==> config.mk <==
export PLATFORM = sky130hd
export DESIGN_NAME = corr_bus_if
export DESIGN_NICKNAME = d
export VERILOG_FILES = /design/src/rtl/corr_bus_pkg.sv /design/src/rtl/corr_bus_decode.sv /design/src/rtl/corr_byte_chains.sv /design/src/rtl/corr_data_sreg.sv /design/src/rtl/corr_bus_if.sv
export SDC_FILE = /design/constraint.sdc
export NUM_CORES = 1
export LEC_CHECK = 0
export BUFFER_PORTS_ARGS = -buffer_cell sky130_fd_sc_hd__buf_4
export CAP_MARGIN = 20
export CORE_MARGIN = 4
export CORE_UTILIZATION = 54
export CTS_CLUSTER_SIZE = 12
export DETAILED_ROUTE_END_ITERATION = 7
export PLACE_DENSITY = 0.89
export SLEW_MARGIN = 20
export SYNTH_ARGS = -nofsm -noshare
export SYNTH_HDL_FRONTEND = slang
export SYNTH_HIERARCHICAL = 1
export SYNTH_SLANG_ARGS = --single-unit
==> constraint.sdc <==
create_clock -name clk -period 2.67 [get_ports clk]
set_input_delay 0.534 -clock clk [delete_from_list [all_inputs] [get_ports clk]]
set_output_delay 0.534 -clock clk [all_outputs]
set_load 0.02 [all_outputs]
==> src/rtl/corr_bus_pkg.sv <==
package corr_bus_pkg;
  localparam logic [2:0] ADR_REF   = 3'd0;
  localparam logic [2:0] ADR_MASK  = 3'd1;
  localparam logic [2:0] ADR_THR   = 3'd2;
  localparam logic [2:0] ADR_STAT  = 3'd3;
  localparam logic [2:0] ADR_DSR   = 3'd4;
  localparam logic [2:0] ADR_SCORE = 3'd5;

  typedef struct packed {
    logic sr_load;
    logic clr_n;
    logic sout_en_n;
    logic master;
    logic prbs;
  } ctrl_t;

  typedef enum logic [1:0] {SRC_NONE, SRC_STAT, SRC_DSR, SRC_SCORE} rd_src_t;

  localparam ctrl_t CTRL_RST = '{sr_load: 1'b0, clr_n: 1'b1, sout_en_n: 1'b1,
                                 master: 1'b0, prbs: 1'b0};

  function automatic ctrl_t ctrl_from_byte(input logic [7:0] b);
    ctrl_t c;
    c.prbs      = b[0];
    c.master    = b[1];
    c.sout_en_n = b[2];
    c.clr_n     = b[3];
    c.sr_load   = b[4];
    return c;
  endfunction

  function automatic logic [7:0] status_byte(input logic syn, input logic inv,
                                             input logic lvl);
    return {5'b00000, lvl, inv, syn};
  endfunction
endpackage

==> src/rtl/corr_bus_decode.sv <==
module corr_bus_decode
  import corr_bus_pkg::*;
(
  input  logic       clk,
  input  logic       rst_n,
  input  logic       cs_n,
  input  logic       rd_n,
  input  logic       wr_n,
  input  logic [2:0] addr,
  input  logic       sr_load,
  output logic       wr_edge,
  output logic       ref_stb,
  output logic       mask_stb,
  output logic       thr_stb,
  output logic       stat_stb,
  output logic       dsr_stb,
  output rd_src_t    rd_src,
  output logic       rd_oe
);
  logic wr_q;

  always_ff @(posedge clk or negedge rst_n) begin
    if (!rst_n) wr_q <= 1'b1;
    else        wr_q <= wr_n;
  end

  assign wr_edge  = wr_q & ~wr_n & ~cs_n;
  assign ref_stb  = wr_edge & (addr == ADR_REF);
  assign mask_stb = wr_edge & (addr == ADR_MASK);
  assign thr_stb  = wr_edge & (addr == ADR_THR);
  assign stat_stb = wr_edge & (addr == ADR_STAT);
  assign dsr_stb  = wr_edge & (addr == ADR_DSR) & sr_load;

  always_comb begin
    rd_src = SRC_NONE;
    if (!cs_n && !rd_n) begin
      unique case (addr)
        ADR_STAT:  rd_src = SRC_STAT;
        ADR_DSR:   rd_src = SRC_DSR;
        ADR_SCORE: rd_src = SRC_SCORE;
        default:   rd_src = SRC_NONE;
      endcase
    end
  end

  assign rd_oe = (rd_src != SRC_NONE);
endmodule

==> src/rtl/corr_byte_chains.sv <==
module corr_byte_chains #(
  parameter int DW    = 8,
  parameter int DEPTH = 16,
  localparam int W    = DW * DEPTH
) (
  input  logic          clk,
  input  logic          rst_n,
  input  logic          shift_en,
  input  logic [DW-1:0] din,
  output logic [W-1:0]  q
);
  for (genvar b = 0; b < DW; b++) begin : g_lane
    logic [DEPTH-1:0] chain;
    always_ff @(posedge clk or negedge rst_n) begin
      if (!rst_n)        chain <= '0;
      else if (shift_en) chain <= {chain[DEPTH-2:0], din[b]};
    end
    for (genvar k = 0; k < DEPTH; k++) begin : g_stage
      assign q[DW*k + b] = chain[k];
    end
  end
endmodule

==> src/rtl/corr_data_sreg.sv <==
module corr_data_sreg #(
  parameter int DW    = 8,
  parameter int DEPTH = 16,
  localparam int W    = DW * DEPTH
) (
  input  logic          clk,
  input  logic          rst_n,
  input  logic          bus_mode,
  input  logic          bus_stb,
  input  logic [DW-1:0] din,
  input  logic          line_tick,
  input  logic          ser_in,
  output logic [W-1:0]  q
);
  always_ff @(posedge clk or negedge rst_n) begin
    if (!rst_n) q <= '0;
    else if (bus_mode) begin
      if (bus_stb) q <= {q[W-DW-1:0], din};
    end else if (line_tick) begin
      q <= {q[W-2:0], ser_in};
    end
  end
endmodule

==> src/rtl/corr_bus_if.sv <==
module corr_bus_if
  import corr_bus_pkg::*;
#(
  parameter int DW    = 8,
  parameter int DEPTH = 16,
  localparam int W    = DW * DEPTH
) (
  input  logic          clk,
  input  logic          rst_n,
  input  logic          cs_n,
  input  logic          rd_n,
  input  logic          wr_n,
  input  logic [2:0]    addr,
  input  logic [DW-1:0] data_in,
  output logic [DW-1:0] data_out,
  output logic          data_oe,
  input  logic          syn_flag,
  input  logic          inv_flag,
  input  logic          line_clk_lvl,
  input  logic [DW-1:0] score,
  input  logic          line_tick,
  input  logic          ser_in,
  output logic [W-1:0]  ref_bits,
  output logic [W-1:0]  mask_bits,
  output logic [DW-1:0] thr_norm,
  output logic [DW-1:0] thr_inv,
  output logic          prbs_mode,
  output logic          master_mode,
  output logic          sout_en_n,
  output logic          clear_n,
  output logic          sr_load,
  output logic [W-1:0]  sr_bits,
  output logic          ser_out
);
  logic    wr_edge, ref_stb, mask_stb, thr_stb, stat_stb, dsr_stb;
  rd_src_t rd_src;
  ctrl_t   ctrl_q;
  logic    thr_sel;
  logic [7:0] din8;

  assign din8 = 8'(data_in);

  corr_bus_decode u_dec (
    .clk(clk), .rst_n(rst_n), .cs_n(cs_n), .rd_n(rd_n), .wr_n(wr_n),
    .addr(addr), .sr_load(ctrl_q.sr_load), .wr_edge(wr_edge),
    .ref_stb(ref_stb), .mask_stb(mask_stb), .thr_stb(thr_stb),
    .stat_stb(stat_stb), .dsr_stb(dsr_stb), .rd_src(rd_src), .rd_oe(data_oe)
  );

  corr_byte_chains #(.DW(DW), .DEPTH(DEPTH)) u_ref (
    .clk(clk), .rst_n(rst_n), .shift_en(ref_stb), .din(data_in), .q(ref_bits)
  );

  corr_byte_chains #(.DW(DW), .DEPTH(DEPTH)) u_mask (
    .clk(clk), .rst_n(rst_n), .shift_en(mask_stb), .din(data_in), .q(mask_bits)
  );

  corr_data_sreg #(.DW(DW), .DEPTH(DEPTH)) u_dsr (
    .clk(clk), .rst_n(rst_n), .bus_mode(ctrl_q.sr_load), .bus_stb(dsr_stb),
    .din(data_in), .line_tick(line_tick), .ser_in(ser_in), .q(sr_bits)
  );

  always_ff @(posedge clk or negedge rst_n) begin
    if (!rst_n) begin
      thr_norm <= '0;
      thr_inv  <= '0;
      thr_sel  <= 1'b0;
      ctrl_q   <= CTRL_RST;
    end else begin
      if (thr_stb) begin
        if (thr_sel) thr_inv  <= data_in;
        else         thr_norm <= data_in;
        thr_sel <= ~thr_sel;
      end
      if (stat_stb) begin
        ctrl_q  <= ctrl_from_byte(din8);
        thr_sel <= 1'b0;
      end
    end
  end

  always_comb begin
    unique case (rd_src)
      SRC_STAT:  data_out = DW'(status_byte(syn_flag, inv_flag, line_clk_lvl));
      SRC_DSR:   data_out = sr_bits[DW-1:0];
      SRC_SCORE: data_out = score;
      default:   data_out = '0;
    endcase
  end

  assign prbs_mode   = ctrl_q.prbs;
  assign master_mode = ctrl_q.master;
  assign sout_en_n   = ctrl_q.sout_en_n;
  assign clear_n     = ctrl_q.clr_n;
  assign sr_load     = ctrl_q.sr_load;
  assign ser_out     = ~ctrl_q.sout_en_n & sr_bits[W-1];
endmodule

== Yosys cells after proc, flatten, opt, wreduce, memory -nomap -nowiden ==
Cells that the tools add are included.

* Bits in registers: 407
* Latch bits: 0
* Memory bits (writable): 0
* Memory bits (read-only): 0
* Output and inout port bits: 415
* Memories kept: 0

* $add $sub $neg: 0
* Multiply operators: 0
* Divide/modulo/power cells: 0
* Magnitude comparators: 0
* Eq/ne operators: 9
* Shift operators: 0
* Muxes and demuxes: 8
* Bitwise gates (word level): 13
* Reduce and logical (&&, ||, !) cells: 10

{| class="wikitable"
|+ Operators by type and width
! operator !! count
|-
| 2-to-1 mux 128 bit || 3
|-
| one-hot mux 8 bit (3 select lines) || 1
|-
| AND 1 bit || 9
|-
| equality test 3 x 2 -> 1 bit, second input constant || 2
|-
| equality test 3 bit, second input constant || 2
|-
| one-hot mux 2 bit (3 select lines) || 1
|-
| AND reduction 2 bit || 3
|-
| nonzero test 2 bit || 3
|-
| equality test 2 bit, second input constant || 2
|-
| inverter 1 bit || 4
|-
| equality test 3 x 1 -> 1 bit, second input constant || 1
|-
| zero test 3 bit || 1
|-
| equality test 2 x 1 -> 1 bit, second input constant || 1
|-
| zero test 1 bit || 2
|-
| 2-to-1 mux 1 bit || 2
|-
| 2-to-1 mux 2 bit || 1
|-
| inequality test 2 bit, second input constant || 1
|-
| logical AND 1 bit || 1
|}

== Logic depth before layout (Yosys ltp) ==
Gate-level depths: netlist of the first run.

* Depth in word-level cells: 7
* Depth in mapped cells: 8

== Cells and area by module ==
Netlist of the first run, hierarchy kept.

{| class="wikitable"
|+ By module, submodules not included
! module !! instances !! cells an instance !! area each (µm²)
|-
| corr_byte_chains || 2 || 270 || 4822.1
|-
| corr_data_sreg || 1 || 557 || 7664.9
|-
| corr_bus_if || 1 || 69 || 1027.2
|-
| corr_bus_decode || 1 || 16 || 146.4
|}

== Worst setup path after synthesis of the first run ==
Ideal clock, no wire load.

* Path type: input port to output port
* Start: in addr[1]
* End: out data_out[1]
* Data arrival time: 1776 ps
* Data required time: 2136 ps
* Path slack: 360 ps
* Cell stages on the path: 5
* Path buffers: 2
* Cells stage by stage: clkbuf_1 nor4b_2 buf_6 mux2_4 a22o_1

* Longest elaborated chain between the ends: 5

{| class="wikitable"
|+ RTL lines
! item !! line !! source
|-
| start, declared || corr_bus_if.sv:13 || <nowiki>input logic [2:0] addr,</nowiki>
|-
| equality test 3 bit or equality test 3 x 2 -> 1 bit (tied branches) || corr_bus_decode.sv:37 || <nowiki>unique case (addr)</nowiki>
|-
| one-hot mux 2 bit (3 select lines) * || corr_bus_decode.sv:37 ||
|-
| 2-to-1 mux 2 bit * || corr_bus_decode.sv:36 || <nowiki>if (!cs_n && !rd_n) begin</nowiki>
|-
| via rd_src[1] || corr_bus_if.sv:36 || <nowiki>rd_src_t rd_src;</nowiki>
|-
| equality test 2 bit or equality test 2 x 1 -> 1 bit (tied branches) || corr_bus_if.sv:83 || <nowiki>unique case (rd_src)</nowiki>
|-
| one-hot mux 8 bit (3 select lines) * || corr_bus_if.sv:83 ||
|-
| end, declared || corr_bus_if.sv:15 || <nowiki>output logic [DW-1:0] data_out,</nowiki>
|}

Mark *: on every way through the listed nets, which the timed path passes. The rest lies on a longest branch.

== Worst setup path in the final report of the first run ==
* Start: reg ctrl_q (netlist bit sr_load)
* End: out sr_load

{| class="wikitable"
|+ RTL lines
! item !! line !! source
|-
| start, declared || corr_bus_if.sv:37 || <nowiki>ctrl_t ctrl_q;</nowiki>
|-
| start signal, assigned || corr_bus_if.sv:76 || <nowiki>ctrl_q <= ctrl_from_byte(din8);</nowiki>
|-
| end, declared || corr_bus_if.sv:31 || <nowiki>output logic sr_load,</nowiki>
|}

No word-level cell between the ends.

==> results of run 1 <==
==> flip-flops by register name, indices dropped and copies added (netlist names), 8 cells and up <==
register and flops:
thr_inv 8, thr_norm 8, u_ref/g_lane.chain 128, u_dsr/q 128
u_mask/g_lane.chain 128
==> repair_timing <==
item                      in CTS  in global routing
hold buffers                   1                  0
buffers inserted               0                  0
hold endpoints to repair      46                  0
==> report_power, final <==
group          leakage, µW  switching (µW)  internal, µW  total, µW
clock network     0.000668            2460          3370       5830
registers          0.00559             553          6530       7080
logic              0.00555            1380          1070       2460
==> worst paths after layout <==
check	startpoint	slack, ns	endpoint	cells past startpoint
setup / recovery	sr_load	0.10	sr_load	2
hold / removal	wr_n	0.11	u_dec/wr_q	1
setup reg to reg	u_dec/wr_q	0.31	u_ref/g_lane[1].chain[13]	5
hold reg to reg	thr_norm[4]	0.51	thr_norm[4]	1
max in group asynchronous	rst_n	1.30	u_mask/g_lane[0].chain[15]	3
min in group asynchronous	rst_n	0.52	u_dsr/q[41]	2
==> routing by layer <==
metal  GRT usage [%]  share of wire (%)
met3            6.66                7.0
met4            8.69                3.3
met2            43.5                 50
met5               0                  0
met1            32.7                 40
==> worst register-to-register path, stage by stage, from the launching register on <==
cell and delay, ns:
sky130_fd_sc_hd__dfstp_2 0.53, sky130_fd_sc_hd__or4b_4 0.51, sky130_fd_sc_hd__nor3_2 0.30, sky130_fd_sc_hd__buf_12 0.22, sky130_fd_sc_hd__buf_12 0.27, sky130_fd_sc_hd__mux2_2 0.40
==> kinds of logic after synthesis <==
family | synth area share [%]
compound gates | 0.311
flops | 55.1
xor+xnor | 0.0474
mux | 38.0
simple gates | 1.02
buf+inv | 5.46
==> cells in the final DEF, fill, tap and decap left out, types with 2 or more instances in the layout <==
| cell | instances |
|---|---|
| sky130_fd_sc_hd__and3_1 | 2 |
| sky130_fd_sc_hd__dfrtp_1 | 403 |
| sky130_fd_sc_hd__nor2_1 | 3 |
| sky130_fd_sc_hd__nand2b_1 | 2 |
| sky130_fd_sc_hd__clkbuf_8 | 8 |
| sky130_fd_sc_hd__mux2_4 | 9 |
| sky130_fd_sc_hd__nand2_1 | 2 |
| sky130_fd_sc_hd__clkbuf_1 | 14 |
| sky130_fd_sc_hd__mux2_1 | 2 |
| sky130_fd_sc_hd__buf_4 | 456 |
| sky130_fd_sc_hd__inv_6 | 2 |
| sky130_fd_sc_hd__a22o_1 | 3 |
| sky130_fd_sc_hd__buf_12 | 24 |
| sky130_fd_sc_hd__diode_2 | 3 |
| sky130_fd_sc_hd__mux2_2 | 269 |
| sky130_fd_sc_hd__dfstp_2 | 3 |
| sky130_fd_sc_hd__mux2i_1 | 384 |
| sky130_fd_sc_hd__nor2b_1 | 8 |
| sky130_fd_sc_hd__clkinv_2 | 2 |
| sky130_fd_sc_hd__clkbuf_16 | 44 |
==> area by class of cell <==
class	count	area [µm²]
fill	2215	10300
multi-input combinational	698	7300
timing repair buffer	483	3940
sequential	407	10200
clock buffer	66	1260
antenna	3	7.51
clock inverter	8	103
tap	448	561
==> metrics by stage <==
step / utilization, % / cells / hold WS, ns / instance area [µm²] / power [µW]
after global placement: 65.4 / 2035 / 0.492 / 22000 / 9550
after CTS: 69.5 / 2110 / 0.101 / 23400 / 15500
after floorplan: - / 1182 / 0.238 / 18500 / 8380
final: 69.5 / 2113 / 0.112 / 23400 / 15400
after global routing: 69.5 / 2113 / 0.101 / 23400 / 15900
after detailed placement: 65.4 / 2035 / 0.498 / 22000 / 9630
==> Flow_metrics.wiki, run 1 <==
{| class="wikitable"
! Metric !! Value
|-
| Count of input and output buffers || 443
|-
| Net Count, Synth || 1211
|-
| Worst supply voltage drop on vdd || 0.000509 V
|-
| Slowest cell on the critical path || sky130_fd_sc_hd__buf_12
|-
| Portion of synthesized cell area occupied by the leading cell type || 54.7%
|-
| Vias per Instance || 5.54
|-
| Reported leakage power || 0.0118 µW
|-
| Antenna violations before repair || 3
|-
| Count of final max-slew check failures || 0
|-
| Sequential area share after synthesis || 55.1%
|-
| Maximum number of pins on one net before global-route repair || 134
|-
| Fraction of synthesis flops using an asynchronous set or reset pin || 100%
|-
| Final #Nets || 1663
|-
| Type of the tightest min-delay check || in2reg
|-
| Cells after Synth || 1182
|-
| P&R area growth vs syn || 26.4%
|-
| Setup slack after placement || 0.138 ns
|-
| DRC violation count after routing || 0
|-
| Count of different cell masters after synthesis || 32
|-
| Final setup TNS || 0 ns
|-
| Max-cap violation count || 0
|-
| Final weighted congestion of routability-driven global placement || 0.832
|-
| Detailed placer's ending HPWL || 33900 µm
|-
| Clock edge transition at the registers on the reported setup and hold paths || 0.06 ns
|-
| Synth top cells by count || sky130_fd_sc_hd__dfrtp_1, sky130_fd_sc_hd__mux2i_1, sky130_fd_sc_hd__mux2_2
|-
| Most used DFF post-synth || sky130_fd_sc_hd__dfrtp_1
|-
| DRT Wirelength || 49600 µm
|-
| CTS Buf Count || 44
|-
| Period minus WS final || 2.57 ns
|-
| Status || completed
|-
| Rows || 67
|-
| CTS Root Cell || sky130_fd_sc_hd__clkbuf_16
|-
| Die area || 37300 µm²
|-
| Syn Area/Cell || 15.6 µm²
|-
| Die X || 193 µm
|-
| GRT overflow || 0
|-
| Series of cell instances along the critical path || buf_12, buf_4
|-
| Category of the worst setup path capture point || output pin
|-
| Length of the first detailed-routing pass in iterations || 5
|-
| Clock network latency to the later pin of the worst-skew pair || 0.56 ns
|-
| WS Path Type || reg2out
|-
| Number of primary I/O pins || 444
|-
| Number of gates given a new drive strength after cts || 0
|-
| Setup violators final || 0
|-
| Via count of the routed design || 11700
|-
| Largest incremental delay on the critical path || 0.62 ns
|-
| Cell accounting for the most synthesized area || sky130_fd_sc_hd__dfrtp_1
|-
| Arrival @ worst endpoint || 2.04 ns
|-
| Clock net sink count || 407
|-
| Final critical-path share of the clock period || 96.2%
|-
| Routed wire length per instance || 23.5 µm
|-
| Critical Path Source Type || register
|-
| Critical Path RT || 2.14 ns
|-
| Number of synthesized flops with an enable pin || 0
|-
| Y dimension of the die || 193 µm
|-
| Std-Cell Core Area || 33600 µm²
|-
| Layout Skew || 0.0229 ns
|-
| Power Dens Cells || 658 nW/µm²
|-
| Most frequent cell after synthesis || sky130_fd_sc_hd__dfrtp_1
|-
| RSZ-0062 raised after global routing || false
|-
| Worst Path Buf+Inv || 2
|-
| F_max || 389 MHz
|-
| Actual slew at the worst max-slew pin || 0.963 ns
|-
| Number of warnings printed during yosys synthesis || 6
|-
| H-tree levels || 2
|-
| Global-route wire length before repair || 74700 µm
|-
| Synth Cell Area || 18500 µm²
|-
| Total of flip-flops plus latches after synthesis || 407
|-
| Final hold violation count || 0
|-
| CP delay by family, top || buffers and inverters
|-
| Global-route total usage across every layer || 25.8%
|-
| Ratio of cells with drive above 1 in the final layout || 49.9%
|-
| Bufs on Longest Clock Path || 3
|-
| Setup WS post-layout || 0.101 ns
|-
| Synth area leaders || sky130_fd_sc_hd__dfrtp_1, sky130_fd_sc_hd__mux2i_1, sky130_fd_sc_hd__mux2_2
|-
| Via count of the first global-routing pass || 12500
|-
| TritonCTS clock tree || done
|-
| Biggest fanout along the worst timing path || 133
|-
| Post-detailed-route count of antenna-violating nets || 0
|-
| Worst slew slack as a fraction of its limit || 35.8%
|-
| Initial drt markers || 509
|-
| Starting density of the core || 55.0%
|}
Power figures use the tool's default switching activity.
==> run 2: changes to the inputs <==
Settings changed: CAP_MARGIN 20 to unset, CORE_UTILIZATION 54 to 49, PLACE_DENSITY 0.89 to 0.86.
Clock period 2.67 ns to 2.1 ns, I/O delays scaled along.
==> run 2 against run 1 <==
  * The run now ends with setup timing left
  * Sequential cell count unchanged
  * Cell count up 5.0%
  * Global-route usage down 2.0 points
  * Sequential share of layout area down 2.9 points
  * Wire length up 13%
  * Sequential power up 28%
  * Combinational power up 31%
==> Flow_metrics.wiki, run 2 (same netlist as run 1, synthesis figures left out) <==
{| class="wikitable"
! Metric !! Value
|-
| Status || complete, but fails checks
|-
| Violated checks || setup timing
|-
| WS Path Type || reg2reg
|-
| DRT Wirelength || 55800 µm (+13%)
|-
| Critical Path Source Type || register
|-
| Worst slew slack as a fraction of its limit || 61.4% (+26 points)
|-
| Routed wire length per instance || 25.2 µm (+7.3%)
|-
| Starting density of the core || 50.1% (-4.9 points)
|-
| Sequential group share of total power || 45.5% (-0.6 points)
|-
| CTS Root Cell || sky130_fd_sc_hd__clkbuf_16
|-
| DRC violation count after routing || 0 (unchanged)
|-
| Critical Path RT || 2.55 ns (+0.41 ns)
|-
| Category of the worst setup path capture point || register
|-
| Bufs on Longest Clock Path || 3 (unchanged)
|-
| P&R area growth vs syn || 35.5%
|-
| Antenna violations before repair || 1 (-2)
|-
| TritonCTS clock tree || done
|-
| Die area || 40900 µm² (+9.8%)
|-
| CTS Buf Count || 43 (-2.3%)
|-
| Biggest fanout along the worst timing path || 8 (-94%)
|-
| Std-Cell Core Area || 36900 µm² (+9.7%)
|-
| Largest registers || u_dsr/q x128, u_mask/g_lane.chain x128, u_ref/g_lane.chain x128
|-
| Maximum number of pins on one net before global-route repair || 76 (-43%)
|-
| Power Dens Cells || 797 nW/µm² (+21%)
|-
| Final cell utilization of the core || 67.9% (-1.6 points)
|-
| Clock network power share || 38.4% (+0.5 points)
|-
| Clock net sink count || 407 (unchanged)
|-
| Final #Nets || 1717 (+3.2%)
|-
| Setup WS post-layout || -0.188 ns (-0.289 ns)
|-
| Worst supply voltage drop on vdd || 0.000663 V (+30%)
|-
| Reported leakage power || 0.0125 µW (+5.4%)
|-
| Rows || 70 (+4.5%)
|-
| Vias per Instance || 5.55 (+0.15%)
|-
| Via count of the first global-routing pass || 12700 (+1.6%)
|-
| Clock network latency to the later pin of the worst-skew pair || 0.58 ns (+0.02 ns)
|-
| GRT overflow || 0 (unchanged)
|-
| Sequential cell area || 10200 µm² (unchanged)
|-
| Y dimension of the die || 202 µm (+4.8%)
|-
| Largest incremental delay on the critical path || 0.54 ns (-0.08 ns)
|-
| Count of input and output buffers || 443 (unchanged)
|-
| Cell count of the worst reg-to-reg path || 6 (+1)
|-
| Combinational power share || 16.2% (+0.2 points)
|-
| RSZ-0062 raised after global routing || true
|-
| Routed met2 length || 27500 µm (+12%)
|-
| Max-cap violation count || 0 (unchanged)
|-
| Initial drt markers || 655 (+29%)
|-
| Filler cell count || 2386 (+7.7%)
|-
| Slowest cell on the critical path || sky130_fd_sc_hd__dfstp_2
|-
| Detailed placer's ending HPWL || 34900 µm (+2.8%)
|-
| Setup violators final || 277 (+277)
|-
| Layout Skew || 0.0278 ns (+0.00493 ns)
|-
| Cell internal power dissipation || 14300 µW (+30%)
|-
| Post-detailed-route count of antenna-violating nets || 0 (unchanged)
|-
| Most common library cell in the layout ignoring fill and taps || sky130_fd_sc_hd__buf_4
|-
| Type of the tightest min-delay check || in2reg
|-
| Actual slew at the worst max-slew pin || 0.578 ns (-0.385 ns)
|-
| Commonest cells after routing, fill and taps aside || sky130_fd_sc_hd__buf_4, sky130_fd_sc_hd__dfrtp_1, sky130_fd_sc_hd__mux2i_1
|-
| Final hold violation count || 0 (unchanged)
|-
| Crit path top cell by count || sky130_fd_sc_hd__buf_12
|-
| Global-route total usage across every layer || 23.8% (-2.0 points)
|-
| Count of final max-slew check failures || 0 (unchanged)
|-
| Period minus WS final || 2.29 ns
|-
| Final critical-path share of the clock period || 109%
|-
| Arrival @ worst endpoint || 2.74 ns (+0.70 ns)
|-
| Series of cell instances along the critical path || or4b_4, nor3_4, buf_12, buf_16, buf_12, mux2_2
|-
| Cells after DPL || 2124 (+4.4%)
|-
| Met1 Routed Length || 22300 µm (+12%)
|-
| Ratio of cells with drive above 1 in the final layout || 51.9% (+2.0 points)
|-
| Net switching fraction of the power || 28.5% (-0.049 points)
|-
| F_max || 437 MHz
|-
| Worst hold stages || 3 (+2)
|-
| Die X || 202 µm (+4.8%)
|-
| H-tree levels || 2 (unchanged)
|-
| Switching power || 5690 µW (+30%)
|-
| Number of primary I/O pins || 444 (unchanged)
|-
| Global-route wire length before repair || 77700 µm (+4.1%)
|-
| Hold Slack || 0.151 ns (+0.0393 ns)
|-
| Area of the multi-input gates || 7990 µm² (+9.6%)
|-
| Uppermost layer routed || met5
|-
| Total inserted antenna cells || 0 (-3)
|-
| Final weighted congestion of routability-driven global placement || 0.867 (+4.2%)
|-
| Clock edge transition at the registers on the reported setup and hold paths || 0.06 ns (about the same)
|-
| Length of the first detailed-routing pass in iterations || 5 (unchanged)
|-
| Routed length on met3 || 4110 µm (+19%)
|-
| Via count of the routed design || 12300 (+5.1%)
|-
| Final Non-Filler Cells || 2218 (+5.0%)
|}
[run 2: changes by cell type in the layout (fill, tap and decap cells not counted), sizes merged]
cell         change
buf             +42
diode            -3
inv              -2
dlygate4sd3      +1
clkbuf           +7
clkinv           +1
bufinv           +3
[run 2: stage by stage]
step	power, µW	setup slack, ns	area, µm²	setup TNS, ns
floorplan	10700	0.0179	18500	0
global placement	12200	-0.134	22400	-28.52
detailed placement	12200	-0.189	22400	-39.79
CTS	19900	-0.0802	24000	-10.71
global route	20700	-0.199	25100	-40.94
finish	20000	-0.188	25100	-37.03
[run 2: cell type report]
class / count / share of cell area [%]
clock buffers: 61 / 4.80
clock inverters: 10 / 0.749
well taps: 504 / 2.52
repair buffers: 538 / 19.3
flip-flops and latches: 407 / 40.7
multi-input cells: 698 / 31.9
[run 2: metal layers]
| layer | vias to the layer above | global-route usage [%] |
|---|---|---|
| met2 | 451 | 39.3 |
| met3 | 117 | 7.17 |
| met1 | 6441 | 30.4 |
| met4 | 2 | 7.42 |
| met5 | - | 0 |
| li1 | 5299 | - |
[run 2: power groups by stage]
stage / combinational, µW / sequential (µW) / clock (µW)
final: 3230 / 9070 / 7660
after global routing: 3430 / 9130 / 8110
after CTS: 3110 / 9030 / 7780
after detailed placement: 3080 / 9160 / 0
after global placement: 3010 / 9140 / 0
after floorplan: 1290 / 9370 / 0
[run 2: critical path, delay by kind of cell, from the launching register on]
kind          cells  cell delay (ns)
buf+inv           3             0.48
flops             1             0.54
mux               1             0.34
simple gates      2             0.77
[run 2: timing repair]
| action | in CTS | in global routing |
|---|---|---|
| hold endpoints to repair | 38 | 0 |
| hold buffers | 2 | 0 |
| pin swaps | 2 | 5 |
| cloned | 0 | 16 |
| endpoints found under the setup margin | 269 | 278 |
| gates resized for setup | 40 | 180 |
| buffers inserted | 2 | 4 |
[run 2: path summary, 6_finish.rpt]
check / from / endpoint / slack [ns]
setup / recovery: u_dec/wr_q / u_ref/g_lane[3].chain[1] / -0.19
hold / removal: ser_in / u_dsr/q[0] / 0.15
setup reg to reg: u_dec/wr_q / u_ref/g_lane[3].chain[1] / -0.19
hold reg to reg: prbs_mode / prbs_mode / 0.52
max in group asynchronous: rst_n / u_dsr/q[44] / 0.92
min in group asynchronous: rst_n / u_mask/g_lane[0].chain[9] / 0.35
